$ cat src/rtl/rp_pkg.sv
package rp_pkg;

    typedef enum logic [1:0] {
        RM_NEAR = 2'd0,
        RM_ZERO = 2'd1,
        RM_UP   = 2'd2,
        RM_DOWN = 2'd3
    } rmode_e;

    typedef struct packed {
        logic inexact;
        logic underflow;
        logic overflow;
    } flags_s;

endpackage

$ cat src/rtl/rp_round_inc.sv
module rp_round_inc
    import rp_pkg::*;
#(
    parameter int SIG_W = 27
) (
    input  logic             sign,
    input  rmode_e           mode,
    input  logic [SIG_W-1:0] sig,
    output logic [SIG_W:0]   rounded
);
    logic [SIG_W:0] inc;

    always_comb begin
        inc = '0;
        if (|sig[2:0]) begin
            case (mode)
                RM_NEAR: inc = (SIG_W+1)'(3) + {{SIG_W{1'b0}}, sig[3]};
                RM_ZERO: inc = '0;
                RM_UP:   inc = sign ? '0 : (SIG_W+1)'(8);
                RM_DOWN: inc = sign ? (SIG_W+1)'(8) : '0;
                default: inc = '0;
            endcase
        end
        rounded = {1'b0, sig} + inc;
    end
endmodule

$ cat src/rtl/rp_sticky_shr.sv
module rp_sticky_shr #(
    parameter int SIG_W = 27,
    parameter int SH_W  = 5
) (
    input  logic [SIG_W-1:0] sig,
    input  logic [SH_W-1:0]  shamt,
    output logic [SIG_W-1:0] sig_o
);
    logic [2*SIG_W-1:0] wide;

    always_comb begin
        wide  = {sig, {SIG_W{1'b0}}} >> shamt;
        sig_o = {wide[2*SIG_W-1:SIG_W+1], wide[SIG_W] | (|wide[SIG_W-1:0])};
    end
endmodule

$ cat src/rtl/rp_special.sv
module rp_special
    import rp_pkg::*;
#(
    parameter int EXP_BITS = 8,
    parameter int FRAC_W   = 23
) (
    input  logic                       sign,
    input  rmode_e                     mode,
    output logic [EXP_BITS+FRAC_W:0]   ovf_word,
    output logic [EXP_BITS+FRAC_W:0]   ftz_word
);
    localparam int RES_W = 1 + EXP_BITS + FRAC_W;

    function automatic logic [RES_W-1:0] inf_w(input logic s);
        return {s, {EXP_BITS{1'b1}}, {FRAC_W{1'b0}}};
    endfunction
    function automatic logic [RES_W-1:0] max_w(input logic s);
        return {s, {(EXP_BITS-1){1'b1}}, 1'b0, {FRAC_W{1'b1}}};
    endfunction
    function automatic logic [RES_W-1:0] zero_w(input logic s);
        return {s, {(RES_W-1){1'b0}}};
    endfunction
    function automatic logic [RES_W-1:0] tiny_w(input logic s);
        return {s, {(RES_W-2){1'b0}}, 1'b1};
    endfunction

    always_comb begin
        case (mode)
            RM_NEAR: ovf_word = inf_w(sign);
            RM_ZERO: ovf_word = max_w(sign);
            RM_UP:   ovf_word = sign ? max_w(1'b1) : inf_w(1'b0);
            default: ovf_word = sign ? inf_w(1'b1) : max_w(1'b0);
        endcase
        case (mode)
            RM_UP:   ftz_word = sign ? zero_w(1'b1) : tiny_w(1'b0);
            RM_DOWN: ftz_word = sign ? tiny_w(1'b1) : zero_w(1'b0);
            default: ftz_word = zero_w(sign);
        endcase
    end
endmodule

$ cat src/rtl/sp_round_pack.sv
module sp_round_pack
    import rp_pkg::*;
#(
    parameter int EXP_BITS = 8,
    parameter int FRAC_W   = 23,
    parameter int XEXP_W   = 10
) (
    input  logic                     clk,
    input  logic                     rst_n,
    input  logic                     in_valid,
    input  logic                     in_sign,
    input  logic signed [XEXP_W-1:0] in_exp,
    input  logic [FRAC_W+3:0]        in_sig,
    input  logic [1:0]               rnd_mode,
    input  logic                     flush_en,
    input  logic                     uf_trap_en,
    output logic                     out_valid,
    output logic [EXP_BITS+FRAC_W:0] out_result,
    output logic                     out_inexact,
    output logic                     out_underflow,
    output logic                     out_overflow
);
    localparam int SIG_W = FRAC_W + 4;
    localparam int RES_W = 1 + EXP_BITS + FRAC_W;
    localparam int BIAS  = 2 ** (EXP_BITS - 1) - 1;
    localparam int EMIN  = 1 - BIAS;
    localparam int EMAX  = BIAS;
    localparam int IE_W  = XEXP_W + 2;
    localparam int SH_W  = $clog2(SIG_W + 1);
    localparam logic signed [IE_W-1:0] EMIN_V = IE_W'(EMIN);
    localparam logic signed [IE_W-1:0] EMAX_V = IE_W'(EMAX);
    localparam logic signed [IE_W-1:0] BIAS_V = IE_W'(BIAS);
    localparam logic signed [IE_W-1:0] SIGW_V = IE_W'(SIG_W);

    typedef struct packed {
        logic             valid;
        logic [RES_W-1:0] res;
        flags_s           flg;
    } state_t;

    state_t st_d, st_q;
    rmode_e mode;

    logic signed [IE_W-1:0] xe, es, e1, e2;
    logic [SH_W-1:0]  shamt;
    logic [SIG_W:0]   pre_rnd, main_rnd;
    logic [SIG_W-1:0] shifted, s1, sig2;
    logic [FRAC_W:0]  mant;
    logic [RES_W-1:0] ovf_word, ftz_word;
    logic below, shortcut, extra_nz;

    assign mode = rmode_e'(rnd_mode);

    rp_round_inc #(.SIG_W(SIG_W)) u_pre_round (
        .sign(in_sign), .mode(mode), .sig(in_sig), .rounded(pre_rnd)
    );

    rp_sticky_shr #(.SIG_W(SIG_W), .SH_W(SH_W)) u_denorm (
        .sig(in_sig), .shamt(shamt), .sig_o(shifted)
    );

    rp_round_inc #(.SIG_W(SIG_W)) u_main_round (
        .sign(in_sign), .mode(mode), .sig(s1), .rounded(main_rnd)
    );

    rp_special #(.EXP_BITS(EXP_BITS), .FRAC_W(FRAC_W)) u_special (
        .sign(in_sign), .mode(mode), .ovf_word(ovf_word), .ftz_word(ftz_word)
    );

    // Stage 1: bring a tiny exponent up to the minimum.
    always_comb begin
        xe       = {{2{in_exp[XEXP_W-1]}}, in_exp};
        below    = xe < EMIN_V;
        es       = EMIN_V - xe;
        shamt    = (es > SIGW_V) ? SH_W'(SIG_W) : es[SH_W-1:0];
        shortcut = (xe == EMIN_V - IE_W'(1)) && pre_rnd[SIG_W];
        if (!below) begin
            s1 = in_sig;
            e1 = xe;
        end else if (shortcut) begin
            s1 = {pre_rnd[SIG_W:4], 3'b000};
            e1 = EMIN_V;
        end else begin
            s1 = shifted;
            e1 = EMIN_V;
        end
    end

    // Stage 2: round, follow carry, select special values, pack.
    always_comb begin
        st_d       = '0;
        st_d.valid = in_valid;
        extra_nz   = |s1[2:0];
        if (main_rnd[SIG_W]) begin
            sig2 = main_rnd[SIG_W:1];
            e2   = e1 + IE_W'(1);
        end else begin
            sig2 = main_rnd[SIG_W-1:0];
            e2   = e1;
        end
        mant = sig2[SIG_W-1:3];

        st_d.flg.inexact   = extra_nz | (below & shortcut);
        st_d.flg.underflow = extra_nz & ~s1[SIG_W-1];

        if (below && flush_en) begin
            st_d.res           = ftz_word;
            st_d.flg.inexact   = 1'b1;
            st_d.flg.underflow = 1'b1;
        end else if (e2 > EMAX_V) begin
            st_d.res          = ovf_word;
            st_d.flg.inexact  = 1'b1;
            st_d.flg.overflow = 1'b1;
        end else if (!mant[FRAC_W]) begin
            st_d.res = {in_sign, {EXP_BITS{1'b0}}, mant[FRAC_W-1:0]};
            if (uf_trap_en) st_d.flg.underflow = 1'b1;
        end else begin
            st_d.res = {in_sign, EXP_BITS'(e2 + BIAS_V), mant[FRAC_W-1:0]};
        end
    end

    always_ff @(posedge clk or negedge rst_n) begin
        if (!rst_n) st_q <= '0;
        else        st_q <= st_d;
    end

    assign out_valid     = st_q.valid;
    assign out_result    = st_q.res;
    assign out_inexact   = st_q.flg.inexact;
    assign out_underflow = st_q.flg.underflow;
    assign out_overflow  = st_q.flg.overflow;

    a_r2_valid_follows: assert property (@(posedge clk) disable iff (!rst_n)
        in_valid |=> out_valid);

    a_r11_overflow_inexact: assert property (@(posedge clk) disable iff (!rst_n)
        (out_valid && out_overflow) |-> out_inexact);

    a_r6_flush_flags: assert property (@(posedge clk) disable iff (!rst_n)
        (in_valid && flush_en && (in_exp < XEXP_W'(EMIN))) |=> (out_underflow && out_inexact));

    a_r9_trap_reports_tiny: assert property (@(posedge clk) disable iff (!rst_n)
        (in_valid && uf_trap_en) |=> ((out_result[RES_W-2:FRAC_W] != '0) || out_underflow));

    a_r8_underflow_cause: assert property (@(posedge clk) disable iff (!rst_n)
        (out_valid && out_underflow) |-> (out_inexact || (out_result[RES_W-2:FRAC_W] == '0)));

endmodule

$ cat config.mk
export PLATFORM = sky130hd
export DESIGN_NAME = sp_round_pack
export DESIGN_NICKNAME = d
export VERILOG_FILES = /design/src/rtl/rp_pkg.sv /design/src/rtl/rp_round_inc.sv /design/src/rtl/rp_sticky_shr.sv /design/src/rtl/rp_special.sv /design/src/rtl/sp_round_pack.sv
export SDC_FILE = /design/constraint.sdc
export NUM_CORES = 1
export LEC_CHECK = 0
export ABC_CLOCK_PERIOD_IN_PS = 1200
export BUFFER_PORTS_ARGS = -buffer_cell sky130_fd_sc_hd__buf_2
export CORE_MARGIN = 2
export CORE_UTILIZATION = 30
export CTS_CLUSTER_SIZE = 28
export DETAILED_ROUTE_END_ITERATION = 10
export HOLD_SLACK_MARGIN = 0.05
export PLACE_DENSITY = 0.55
export RECOVER_POWER = 100
export SYNTH_ARGS = -nofsm -noshare
export SYNTH_HDL_FRONTEND = slang
export SYNTH_SLANG_ARGS = --single-unit
$ cat constraint.sdc
create_clock -name clk -period 1.2 [get_ports clk]
set_clock_uncertainty 0.2 [all_clocks]
set_input_delay 0.12 -clock clk [delete_from_list [all_inputs] [get_ports clk]]
set_output_delay 0.12 -clock clk [all_outputs]
set_load 0.03 [all_outputs]
==> After elaboration in Yosys (flattened, before gate mapping) <==
Index checks and enable logic that the tools add are counted.
{ "totals": {"ff_bits": 36, "out_inout_bits": 36} }
{ "op_classes": {"n_addsub": 7, "magnitude_cmp": 3, "n_eq_ne": 4, "shifts": 1, "mux": 27, "n_bitwise": 5, "n_reduce_logical": 6} }
{ "op_table": {"columns": ["cell", "n"], "rows": [
  ["28-bit one-hot mux with 4 select lines", 2],
  ["32-bit two-way mux", 5],
  ["32-bit one-hot mux with 3 select lines", 1],
  ["27-bit two-way mux", 3],
  ["32-bit one-hot mux with 2 select lines", 1],
  ["27-bit by 28-bit adder with 28-bit output", 2],
  ["28-bit two-way mux", 2],
  ["54-bit by 5-bit >> shifter with 54-bit output", 1],
  ["34-bit two-way mux", 1],
  ["31-bit two-way mux", 1],
  ["27-bit OR reduction", 1],
  ["12-bit two-way mux", 2],
  ["12-bit by 2-bit adder with 12-bit output (second input constant)", 1],
  ["12-bit by 8-bit > comparator with 1-bit output (second input constant)", 1],
  ["11-bit by 6-bit > comparator with 1-bit output (second input constant)", 1],
  ["8-bit by 10-bit subtractor with 11-bit output (first input constant)", 1],
  ["10-bit by 8-bit equality test with 1-bit output (second input constant)", 1],
  ["10-bit by 8-bit less-than comparator with 1-bit output (second input constant)", 1],
  ["8-bit adder (second input constant)", 1],
  ["4-bit two-way mux", 2],
  ["2-bit by 1-bit adder with 3-bit output (first input constant)", 2],
  ["1-bit two-way mux", 6],
  ["3-bit OR reduction", 2],
  ["5-bit two-way mux", 1],
  ["other kinds (7)", 11]
]} }

==> Logic depth before layout (Yosys ltp) <==
Gate-level depths: netlist of the first run.
{ "logic_depth": {"word_depth": 17, "depth_mapped": 37, "depth_no_buf": 28} }

==> Cells and area by module <==
From an unflattened synthesis of the first run, not the netlist that was laid out.
{ "hier_totals": {"hier_cells": 846, "area_unflattened_um2": 6757.7} }
{ "modules_own_cells": {"columns": ["module", "n_inst", "cells_per_inst", "area_each_um2", "seq_area_each_um2"], "rows": [
  ["sp_round_pack", 1, 433, 3353.2, 900.9],
  ["rp_sticky_shr", 1, 169, 1565.3, 0.0],
  ["rp_round_inc at u_main_round", 1, 89, 685.7, 0.0],
  ["rp_round_inc at u_pre_round", 1, 87, 659.4, 0.0],
  ["rp_special", 1, 68, 494.2, 0.0]
]} }

==> Worst setup path after synthesis of the first run <==
Ideal clock, no wire load.
{ "synth_timing": {"kind": "input-to-reg", "start": "in in_exp[0]", "end": "reg st_q (netlist bit out_result[28])", "setup_time_ns": 0.126, "arrival_ns": 7.353, "slack_ns": -6.479, "cell_stages": 35, "path_buffers": 7, "cell_sequence": "buf_2 > buf_2 > inv_1 > clkbuf_1 > clkbuf_1 > ha_1 > clkbuf_1 > and3b_1 > o211ai_1 > nor2_2 > o31ai_4 > buf_6 > mux2i_1 > o31ai_1 > a211oi_1 > nand2_1 > nor4_1 > a21bo_2 > and2_1 > nor2_1 > nor3_1 > and3b_1 > ha_1 > nand3_1 > or3b_2 > nor3_1 > a21oi_1 > nand4b_2 > nor4_4 > buf_4 > mux2i_1 > a21oi_2 > or2_1 > nand2b_1 > a311o_1"} }
{ "synth_rtl": {"columns": ["item", "line", "rtl"], "rows": [
  ["start: declaration", "sp_round_pack.sv:12", "input logic signed [XEXP_W-1:0] in_exp,"],
  ["end signal: assignment", "sp_round_pack.sv:124", "else st_q <= st_d;"],
  ["end: declaration", "sp_round_pack.sv:41", "state_t st_d, st_q;"]
]} }

==> insert_results.sql, run 1 <==
INSERT INTO impl_metrics (metric_group, metric, value, unit) VALUES
('outcome', 'status', 'finished, violations left', ''),
('outcome', 'failed_checks', 'setup timing', ''),
('logic_synthesis', 'synth_top_family_by_area', 'compound AO/OA/AOI/OAI gates', ''),
('logic_synthesis', 'syn_inst', '868', ''),
('logic_synthesis', 'yosys.cell_count.top_type', 'nor2_1', ''),
('finish', 'multi_input_comb_area', '5325', 'um2'),
('floorplan', 'floorplan.die.height', '145.7', 'um'),
('sta', 'final_hold_fails', '0', ''),
('setup_path', 'crit_slowest_cell', 'or4_4', ''),
('power', 'power-per-cell-area', '786.1', 'nW/um2'),
('logic_synthesis', 'synth_sequential_area_ratio', '14.96', '%'),
('setup_path', 'criticalPathCategory', 'in2reg', ''),
('sta', 'setup-violations-final', '34', ''),
('worst_hold_path', 'hold_path.class', 'in2reg', ''),
('worst_hold_path', 'hold_path.startpoint', 'rnd_mode[1]', ''),
('power', 'power_frac_clock', '14.5', '%'),
('setup_path', 'crit_path_end_kind', 'flop', ''),
('cts', 'number_of_cts_inserted_buffers', '5', ''),
('worst_hold_path', 'worst_hold_path_stage_count', '3', ''),
('floorplan', 'core.rowCount', '51', ''),
('placed_design', 'dp.cells', '1518', ''),
('power', 'power_report.internal_total', '4.589', 'mW'),
('sta', 'final.hold.worst_slack', '0.08783', 'ns'),
('routing', 'num_vias', '8726', ''),
('setup_path', 'worst_ep_arrival_time', '6.12', 'ns'),
('sta', 'unrepaired_setup_endpoints_after_global_routing', 'true', ''),
('finish', 'final_layout_size_suffix_gt1_share', '48.22', '%'),
('floorplan', 'initial_core_util', '30.73', '%'),
('logic_synthesis', 'synth-adder-area-share', '2.286', '%'),
('routing', 'route.final.wire_length', '32360', 'um'),
('power', 'comb_power_share', '68.4', '%'),
('logic_synthesis', 'synth_simple_gate_area_share', '29.80', '%'),
('routing', 'route.detailed.drc', '0', ''),
('sta', 'finalCritPeriodShare', '508.8', '%'),
('job', 'maxCapViolCount', '0', ''),
('logic_synthesis', 'netlist_top_cells_count', 'nor2_1 (102), nand2_1 (87), a21oi_1 (82)', ''),
('cts', 'cts-root-buf', 'clkbuf_16', ''),
('logic_synthesis', 'synth.top_cells.by_area', 'dfrtp_1 (15%), a21oi_1 (6.8%), nor2_1 (6.4%), nand2_1 (5.4%), o21ai_0 (4.5%)', ''),
('placed_design', 'placedInstanceArea', '9483', 'um2'),
('global_routing', 'global_route_total_usage_across_every_layer', '29.31', '%'),
('routing', 'drt_pre_antenna_iters', '5', ''),
('logic_synthesis', 'avgSynthCellArea', '6.936', 'um2'),
('setup_path', 'worstSetupStartpointType', 'primary input', ''),
('cts', 'cts_max_level', '2', ''),
('finish', 'n_antenna_cell', '0', ''),
('global_routing', 'first_pass_grt_wire_length', '49120', 'um'),
('sta', 'postLayoutSetupSlackWorst', '-4.906', 'ns'),
('finish', 'layout-area-overhead-vs-synth', '72.17', '%'),
('sta', 'tightest_slew', '0.6435', 'ns'),
('logic_synthesis', 'yosys.area_share.xor_xnor', '4.364', '%'),
('sta', 'final.min_clock_period', '6.106', 'ns'),
('cts', 'clock_sinks', '36', ''),
('placed_design', 'dp.final_hpwl', '25750', 'um'),
('setup_path', 'critical_path_required', '1.21', 'ns'),
('sta', 'timing.slew.headroom', '57.01', '%'),
('floorplan', 'io_pins', '81', ''),
('finish', 'finish.net_count', '1346', ''),
('global_routing', 'grt_remaining_overflow', '0', ''),
('logic_synthesis', 'synth_enable_flop_cells', '0', ''),
('logic_synthesis', 'yosys.area.top_type_share', '14.96', '%'),
('finish', 'final_design_area_no_fill', '10370', 'um2'),
('routing', 'avgViaCountPerCell', '5.612', ''),
('routing', 'final_antenna_net_count', '0', ''),
('worst_hold_path', 'worst_hold_path.endpoint', 'out_result[0]', ''),
('floorplan', 'fp.coreArea', '19590', 'um2'),
('logic_synthesis', 'synth_cell_type_count', '94', ''),
('logic_synthesis', 'synth.ff_latch_count', '36', ''),
('setup_path', 'max_stage_delay', '0.47', 'ns'),
('logic_synthesis', 'synth_area', '6021', 'um2'),
('finish', 'fillCellCount', '1973', ''),
('global_routing', 'grt_max_degree', '42', '');
==> cells by family after synthesis <==
kind of cell | after synthesis
AOI/OAI and AO/OA | 326
adders and majority gates | 11
DFF | 36
buffers and inverters | 86
xor gates and xnor gates | 30
muxes | 22
and+or+nand+nor | 357
==> power groups by stage <==
stage	Clock [mW]	Sequential, mW	Combinational (mW)
after floorplan	0	1.71	2.17
after global placement	0	1.41	5.03
after global routing	1.27	1.41	5.90
final	1.18	1.39	5.58
after CTS	1.18	1.39	5.29
after detailed placement	0	1.41	5.02
==> area by class of cell <==
class | count | area share (%)
timing repair buffer | 486 | 35.02
sequential | 36 | 8.690
multi-input combinational | 749 | 51.37
tap | 265 | 3.199
clock inverter | 1 | 0.04828
inverter | 12 | 0.4345
clock buffer | 6 | 1.243
==> registers in the layout, indices dropped and copies added (netlist names) <==
register	cells
out_result	32
out_inexact	1
out_overflow	1
out_underflow	1
out_valid	1
==> metal layers <==
metal | global-route usage, % | wire length, um
met1 | 38.46 | 13570
met2 | 46.96 | 14580
met3 | 3.981 | 2542
met4 | 15.20 | 1657
met5 | 0 | 0
==> cell usage in the layout (no fill, tap or decap), types with 7 or more instances in the layout <==
cell	n
a21oi_1	58
xnor2_1	19
buf_4	383
o21ai_0	46
inv_1	11
a211oi_2	7
a31oi_1	10
nor3_1	29
and3_1	11
a211oi_1	13
a21o_1	12
nor2_1	99
buf_2	42
nand2_1	85
o22ai_1	7
and2_1	10
a21oi_2	26
nand3_1	22
dfrtp_1	36
a22oi_1	8
o21ai_1	7
nand2b_1	7
clkbuf_2	36
buf_6	9
o211ai_1	13
xor2_1	9
o31ai_1	13
mux2i_1	11
ha_1	8
buf_12	8
nand4_1	18
==> how the worst max path moves through the flow <==
stage | from | endpoint | slack [ns] | depth (start not counted)
floorplan | in_exp[0] | out_result[0] | -5.46 | 34
global placement | in_exp[0] | out_result[7] | -5.78 | 31
detailed placement | in_exp[0] | out_result[7] | -5.82 | 31
CTS | in_exp[1] | out_result[0] | -5.02 | 33
global route | in_exp[0] | out_result[0] | -5.18 | 33
finish | in_exp[1] | out_result[0] | -4.91 | 31
==> stage by stage <==
stage | power (mW) | TNS [ns]
6_report | 8.149 | -165.00
5_1_grt | 8.576 | -174.26
4_1_cts | 7.860 | -168.43
3_5_place_dp | 6.427 | -194.70
3_3_place_gp | 6.440 | -194.34
2_1_floorplan | 3.884 | -182.50
==> worst max-delay path: cells and delay by family <==
kind                       cells  cell delay, ns
AOI/OAI and AO/OA              9            1.63
adders and majority gates      2            0.45
buffers and inverters          4            0.60
muxes                          2            0.59
and+or+nand+nor               14            2.73
==> timing repair <==
action	in CTS	in global routing
setup buffers	13	11
gates cloned	3	1
hold buffers	4	0
endpoints found under the hold margin	39	0
pin swaps	28	24
endpoints found under the setup margin	34	34
resized for setup	61	46
No activity file was read; power rests on OpenSTA's default activity.
==> run 2: changes to the inputs <==
--- a/config.mk
+++ b/config.mk
@@ -6,7 +6,7 @@
 export NUM_CORES = 1
 export LEC_CHECK = 0
 export ABC_CLOCK_PERIOD_IN_PS = 1200
-export BUFFER_PORTS_ARGS = -buffer_cell sky130_fd_sc_hd__buf_2
+export BUFFER_PORTS_ARGS = -buffer_cell sky130_fd_sc_hd__clkbuf_2
 export CORE_MARGIN = 2
 export CORE_UTILIZATION = 30
 export CTS_CLUSTER_SIZE = 28
@@ -14,6 +14,7 @@
 export HOLD_SLACK_MARGIN = 0.05
 export PLACE_DENSITY = 0.55
 export RECOVER_POWER = 100
+export REMOVE_ABC_BUFFERS = 1
 export SYNTH_ARGS = -nofsm -noshare
 export SYNTH_HDL_FRONTEND = slang
 export SYNTH_SLANG_ARGS = --single-unit
==> insert_results.sql, run 2 (synthesis gave the netlist of run 1 again) <==
INSERT INTO impl_metrics (metric_group, metric, value, unit) VALUES
('outcome', 'status', 'finished, violations left', ''),
('outcome', 'failed_checks', 'setup timing', ''),
('cts', 'tritoncts_clock_tree', 'done', ''),
('cts', 'cts-root-buf', 'clkbuf_16', ''),
('placed_design', 'pre_cts_slack', '-6.297', 'ns'),
('finish', 'n_antenna_cell', '0', ''),
('sta', 'accumulated_negative_setup_slack', '-175.45', 'ns'),
('sta', 'postLayoutSetupSlackWorst', '-5.231', 'ns'),
('sta', 'tightest_slew', '0.6928', 'ns'),
('sta', 'final.min_clock_period', '6.431', 'ns'),
('power', 'fin_total_pwr', '8.429', 'mW'),
('sta', 'finalMaxSlewViolations', '0', ''),
('job', 'maxCapViolCount', '0', ''),
('setup_path', 'max_stage_delay', '0.42', 'ns'),
('sta', 'finalCritPeriodShare', '536.0', '%'),
('floorplan', 'fp.coreArea', '19590', 'um2'),
('setup_path', 'cp_common_cell', 'buf_6', ''),
('placed_design', 'dp.cells', '1514', ''),
('cts', 'cts_max_level', '2', ''),
('setup_path', 'crit_path_end_kind', 'flop', ''),
('worst_hold_path', 'hold_path.startpoint', 'rnd_mode[1]', ''),
('floorplan', 'initial_core_util', '30.73', '%'),
('routing', 'avgViaCountPerCell', '5.617', ''),
('floorplan', 'io_pins', '81', ''),
('setup_path', 'crit_slowest_cell', 'or3b_4', ''),
('floorplan', 'floorplan.die.height', '145.7', 'um'),
('sta', 'timing.slew.headroom', '52.62', '%'),
('routing', 'route.detailed.drc', '0', ''),
('finish', 'finish.net_count', '1355', ''),
('sta', 'fmaxAchievable', '155.5', 'MHz'),
('cts', 'clk_transition_reported_paths', '0.05', 'ns'),
('finish', 'final_layout_size_suffix_gt1_share', '48.69', '%'),
('finish', 'layout.cells.most_common_list', 'buf_4 (384), nor2_1 (94), nand2_1 (85)', ''),
('routing', 'detailedRoute.firstIterationViolations', '694', ''),
('setup_path', 'worstSetupStartpointType', 'primary input', ''),
('routing', 'num_vias', '8790', ''),
('cts', 'number_of_cts_inserted_buffers', '5', ''),
('global_routing', 'number_of_antenna_violations_at_the_first_check_in_global_routing', '0', ''),
('finish', 'mostFrequentLayoutCell', 'buf_4', ''),
('setup_path', 'worstPathMaxFanout', '7', ''),
('setup_path', 'timing.critical_path.depth', '35', ''),
('setup_path', 'worst_ep_arrival_time', '6.39', 'ns'),
('finish', 'flip_flop_count_of_the_largest_register_after_layout', '32', ''),
('setup_path', 'criticalPathCategory', 'in2reg', ''),
('routing', 'route.final.wire_length', '32090', 'um'),
('floorplan', 'core.rowCount', '51', ''),
('cts', 'clock_sinks', '36', ''),
('setup_path', 'crit_end', 'out_result[28]', ''),
('global_routing', 'first_pass_grt_wire_length', '48820', 'um'),
('global_routing', 'first_global_vias', '8353', ''),
('finish', 'post_layout_nonfiller_instances', '1565', ''),
('global_routing', 'grt_max_degree', '40', ''),
('routing', 'routedWlPerCell', '20.50', 'um'),
('placed_design', 'dp.final_hpwl', '25520', 'um'),
('sta', 'unrepaired_setup_endpoints_after_global_routing', 'true', ''),
('routing', 'drt_pre_antenna_iters', '6', ''),
('global_routing', 'global_route_total_usage_across_every_layer', '29.04', '%'),
('power', 'power-per-cell-area', '801.0', 'nW/um2'),
('routing', 'final_antenna_net_count', '0', ''),
('placed_design', 'routabilityCongestion', '1.056', ''),
('worst_hold_path', 'hold_path.class', 'in2reg', ''),
('setup_path', 'worstSetupStartpoint', 'in_exp[1]', ''),
('sta', 'final_hold_fails', '0', ''),
('floorplan', 'die_x', '145.7', 'um'),
('setup_path', 'cpLargestDelayFamily', 'simple AND/OR/NAND/NOR gates', ''),
('sta', 'setup-violations-final', '34', ''),
('floorplan', 'overall_die_area', '21220', 'um2'),
('power', 'vdd.ir_drop.worst', '0.5092', 'mV'),
('global_routing', 'grt_remaining_overflow', '0', ''),
('cts', 'clockBufferDepth', '2', ''),
('placed_design', 'port_buffers', '80', ''),
('power', 'p_leak', '4.694', 'nW'),
('setup_path', 'critical_path_required', '1.16', 'ns'),
('finish', 'layout-area-overhead-vs-synth', '74.77', '%'),
('finish', 'final_util', '53.71', '%'),
('setup_path', 'wp_buf_inv', '8', '');
-- run 2: area by class of cell --
type                    instances  area, um2
inverters                      12      47.55
multi-input cells             746       5315
clock inverters                 2      35.03
repair buffers                498       3764
well taps                     265      331.6
fillers                      1903       9067
flip-flops and latches         36      900.9
clock buffers                   6      128.9
-- run 2: layer usage --
layer  track usage, %  share of wire [%]
met1            38.97                 43
met2            48.07                 46
met3            3.009                7.3
met4            11.08                4.2
met5                0                  0
-- run 2: worst min-delay path by stage --
stage               cells past startpoint              to
CTS                                     3   out_result[0]
finish                                  3   out_result[0]
detailed placement                      2   out_result[9]
floorplan                               0     out_inexact
global placement                        2  out_result[10]
global route                            3   out_result[0]
-- run 2: timing repair --
item | CTS | global route
hold buffers | 4 | 0
resized for setup | 96 | 75
endpoints found under the hold margin | 39 | 0
setup endpoints to repair | 34 | 34
buffers inserted | 30 | 8
pin swaps | 33 | 35
gates cloned | 3 | 0
-- run 2: per-stage QoR --
| step | hold WS (ns) | cell area (um2) |
|---|---|---|
| 6_report | 0.07499 | 10520 |
| 5_1_grt | 0.08330 | 10520 |
| 4_1_cts | 0.06997 | 10180 |
| 3_5_place_dp | -0.03125 | 9254 |
| 3_3_place_gp | -0.03623 | 9254 |
| 2_1_floorplan | -0.3756 | 5669 |
-- run 2: worst min-delay path, stage by stage --
cell	delay, ns
clkbuf_2	0.10
buf_4	0.15
a221o_1	0.14
-- run 2: power by group --
| group | internal [mW] | switching (mW) | leakage, nW |
|---|---|---|---|
| logic | 2.55 | 3.06 | 4.18 |
| registers | 1.35 | 0.0360 | 0.434 |
| clock network | 0.975 | 0.455 | 0.0808 |
| total | 4.88 | 3.55 | 4.69 |
==> run 3: changes to the inputs <==
--- a/config.mk
+++ b/config.mk
@@ -7,13 +7,15 @@
 export LEC_CHECK = 0
 export ABC_CLOCK_PERIOD_IN_PS = 1200
 export BUFFER_PORTS_ARGS = -buffer_cell sky130_fd_sc_hd__clkbuf_2
+export CELL_PAD_IN_SITES_DETAIL_PLACEMENT = 0
+export CELL_PAD_IN_SITES_GLOBAL_PLACEMENT = 1
 export CORE_MARGIN = 2
 export CORE_UTILIZATION = 30
 export CTS_CLUSTER_SIZE = 28
 export DETAILED_ROUTE_END_ITERATION = 10
 export HOLD_SLACK_MARGIN = 0.05
-export PLACE_DENSITY = 0.55
-export RECOVER_POWER = 100
+export PLACE_DENSITY = 0.69
+export RECOVER_POWER = 25
 export REMOVE_ABC_BUFFERS = 1
 export SYNTH_ARGS = -nofsm -noshare
 export SYNTH_HDL_FRONTEND = slang
==> insert_results.sql, run 3 (synthesis gave the netlist of run 1 again) <==
INSERT INTO impl_metrics (metric_group, metric, value, unit) VALUES
('setup_path', 'crit_slowest_cell', 'or4_4', ''),
('floorplan', 'core.rowCount', '51', ''),
('placed_design', 'dp.final_hpwl', '25930', 'um'),
('sta', 'postLayoutSetupSlackWorst', '-5.205', 'ns'),
('power', 'seq_power_share', '16.5', '%'),
('setup_path', 'max_stage_delay', '0.55', 'ns'),
('routing', 'routedWlPerCell', '20.69', 'um'),
('finish', 'fillCellCount', '1925', ''),
('global_routing', 'grt_remaining_overflow', '0', ''),
('power', 'comb_power_share', '68.1', '%'),
('sta', 'accumulated_negative_setup_slack', '-173.66', 'ns'),
('finish', 'flip_flop_count_of_the_largest_register_after_layout', '32', ''),
('sta', 'finalCritPeriodShare', '533.8', '%'),
('setup_path', 'critical_path_required', '1.15', 'ns'),
('routing', 'final_antenna_net_count', '0', ''),
('cts', 'clockBufferDepth', '2', ''),
('placed_design', 'placedInstanceArea', '9271', 'um2'),
('global_routing', 'first_global_vias', '8661', ''),
('placed_design', 'routabilityCongestion', '1.011', ''),
('global_routing', 'gr-max-usage-layer', 'met2', ''),
('power', 'p_leak', '4.800', 'nW'),
('global_routing', 'global_route_total_usage_across_every_layer', '29.57', '%'),
('finish', 'final_layout_size_suffix_gt1_share', '49.81', '%'),
('global_routing', 'met3_use_gr', '3.480', '%'),
('power', 'power_frac_clock', '15.4', '%'),
('power', 'swShare', '42.38', '%'),
('power', 'vdd.ir_drop.worst', '0.5319', 'mV'),
('finish', 'final_design_area_no_fill', '10710', 'um2'),
('global_routing', 'grt_max_degree', '42', ''),
('routing', 'route.detailed.drc', '0', ''),
('setup_path', 'worstSetupStartpointType', 'primary input', ''),
('setup_path', 'worstPathMaxFanout', '11', ''),
('outcome', 'failed_checks', 'setup timing', ''),
('setup_path', 'cp_common_cell', 'buf_4', ''),
('sta', 'final.min_clock_period', '6.405', 'ns'),
('floorplan', 'fp.coreArea', '19590', 'um2'),
('sta', 'tightest_slew', '0.6655', 'ns'),
('power', 'power-per-cell-area', '787.6', 'nW/um2'),
('routing', 'avgViaCountPerCell', '5.609', ''),
('routing', 'num_vias', '8840', ''),
('floorplan', 'floorplan.die.height', '145.7', 'um'),
('finish', 'multi_input_comb_area', '5375', 'um2'),
('sta', 'final_hold_fails', '0', ''),
('job', 'maxCapViolCount', '0', ''),
('floorplan', 'die_x', '145.7', 'um'),
('outcome', 'status', 'finished, violations left', ''),
('finish', 'mostFrequentLayoutCell', 'buf_4', ''),
('cts', 'clock_sinks', '36', ''),
('setup_path', 'crit_path_end_kind', 'flop', ''),
('global_routing', 'use_met2', '48.51', '%'),
('finish', 'layout.cells.most_common_list', 'buf_4 (390), nor2_1 (93), nand2_1 (84)', ''),
('cts', 'clk_transition_reported_paths', '0.05', 'ns'),
('sta', 'finalMaxSlewViolations', '0', ''),
('placed_design', 'dp.cells', '1512', ''),
('setup_path', 'wp_buf_inv', '7', ''),
('cts', 'number_of_cts_inserted_buffers', '5', ''),
('sta', 'unrepaired_setup_endpoints_after_global_routing', 'true', ''),
('floorplan', 'io_pins', '81', ''),
('cts', 'tritoncts_clock_tree', 'done', ''),
('finish', 'final_util', '54.65', '%'),
('finish', 'n_antenna_cell', '0', ''),
('power', 'power.switching', '3.574', 'mW'),
('finish', 'layout-area-overhead-vs-synth', '77.83', '%'),
('global_routing', 'first_pass_grt_wire_length', '49490', 'um'),
('setup_path', 'cpLargestDelayFamily', 'simple AND/OR/NAND/NOR gates', ''),
('routing', 'detailedRoute.firstIterationViolations', '638', ''),
('global_routing', 'number_of_antenna_violations_at_the_first_check_in_global_routing', '0', ''),
('sta', 'setup-violations-final', '34', ''),
('power', 'power_report.internal_total', '4.859', 'mW'),
('setup_path', 'criticalPathCategory', 'in2reg', ''),
('placed_design', 'port_buffers', '80', ''),
('sta', 'timing.slew.headroom', '55.17', '%'),
('finish', 'regArea', '900.9', 'um2'),
('sta', 'fmaxAchievable', '156.1', 'MHz'),
('global_routing', 'grt_use_met1', '39.08', '%'),
('power', 'fin_total_pwr', '8.432', 'mW'),
('setup_path', 'worst_ep_arrival_time', '6.35', 'ns'),
('routing', 'drt_pre_antenna_iters', '5', ''),
('worst_hold_path', 'hold_path.class', 'in2reg', ''),
('floorplan', 'initial_core_util', '30.73', '%'),
('floorplan', 'overall_die_area', '21220', 'um2'),
('cts', 'cts-root-buf', 'clkbuf_16', ''),
('cts', 'cts_max_level', '2', ''),
('finish', 'finish.net_count', '1367', ''),
('routing', 'route.final.wire_length', '32610', 'um'),
('finish', 'post_layout_nonfiller_instances', '1576', '');
==> run 3: per-layer routing <==
layer | up-vias | part of all wire [%]
li1 | 4199 | -
met1 | 4168 | 43
met2 | 388 | 46
met3 | 85 | 6.3
met4 | 0 | 4.7
met5 | - | 0
==> run 3: metrics by stage <==
stage / hold WS, ns / worst slack, ns
floorplan: -0.3756 / -7.527
global placement: -0.03636 / -6.413
detailed placement: -0.02905 / -6.433
CTS: 0.09225 / -4.992
global route: 0.1144 / -5.449
finish: 0.09513 / -5.205
==> run 3: final timing paths <==
check                             from             to  cells past startpoint
max                          in_exp[0]  out_result[9]                     33
min                        rnd_mode[1]  out_result[0]                      3
max in group asynchronous        rst_n  out_underflow                      3
min in group asynchronous        rst_n  out_result[7]                      3
==> run 3: worst min-delay path: cells and delay by family <==
family / cells / cell delay, ns
compound gates: 1 / 0.16
buf+inv: 2 / 0.24
==> run 3: power groups by stage <==
stage | combinational [mW] | clock (mW) | sequential [mW]
floorplan | 1.87 | 0 | 1.71
detailed placement | 4.89 | 0 | 1.41
global placement | 4.90 | 0 | 1.41
CTS | 5.48 | 1.29 | 1.39
global route | 6.06 | 1.38 | 1.40
finish | 5.74 | 1.30 | 1.39
==> run 3: area by class of cell <==
| type | instances | area share (%) |
|---|---|---|
| flip-flops and latches | 36 | 8.414 |
| repair buffers | 510 | 36.38 |
| clock buffers | 7 | 1.426 |
| multi-input cells | 746 | 50.20 |
| well taps | 265 | 3.097 |
| inverters | 12 | 0.4791 |
==> run 3: what timing repair did <==
action                                  CTS  global route
resized for setup                       131            43
endpoints found under the setup margin   34            34
endpoints found under the hold margin    38             0
setup buffers                            38            14
hold buffers                              3             0
pin swaps                                49            22
gates cloned                              3             0
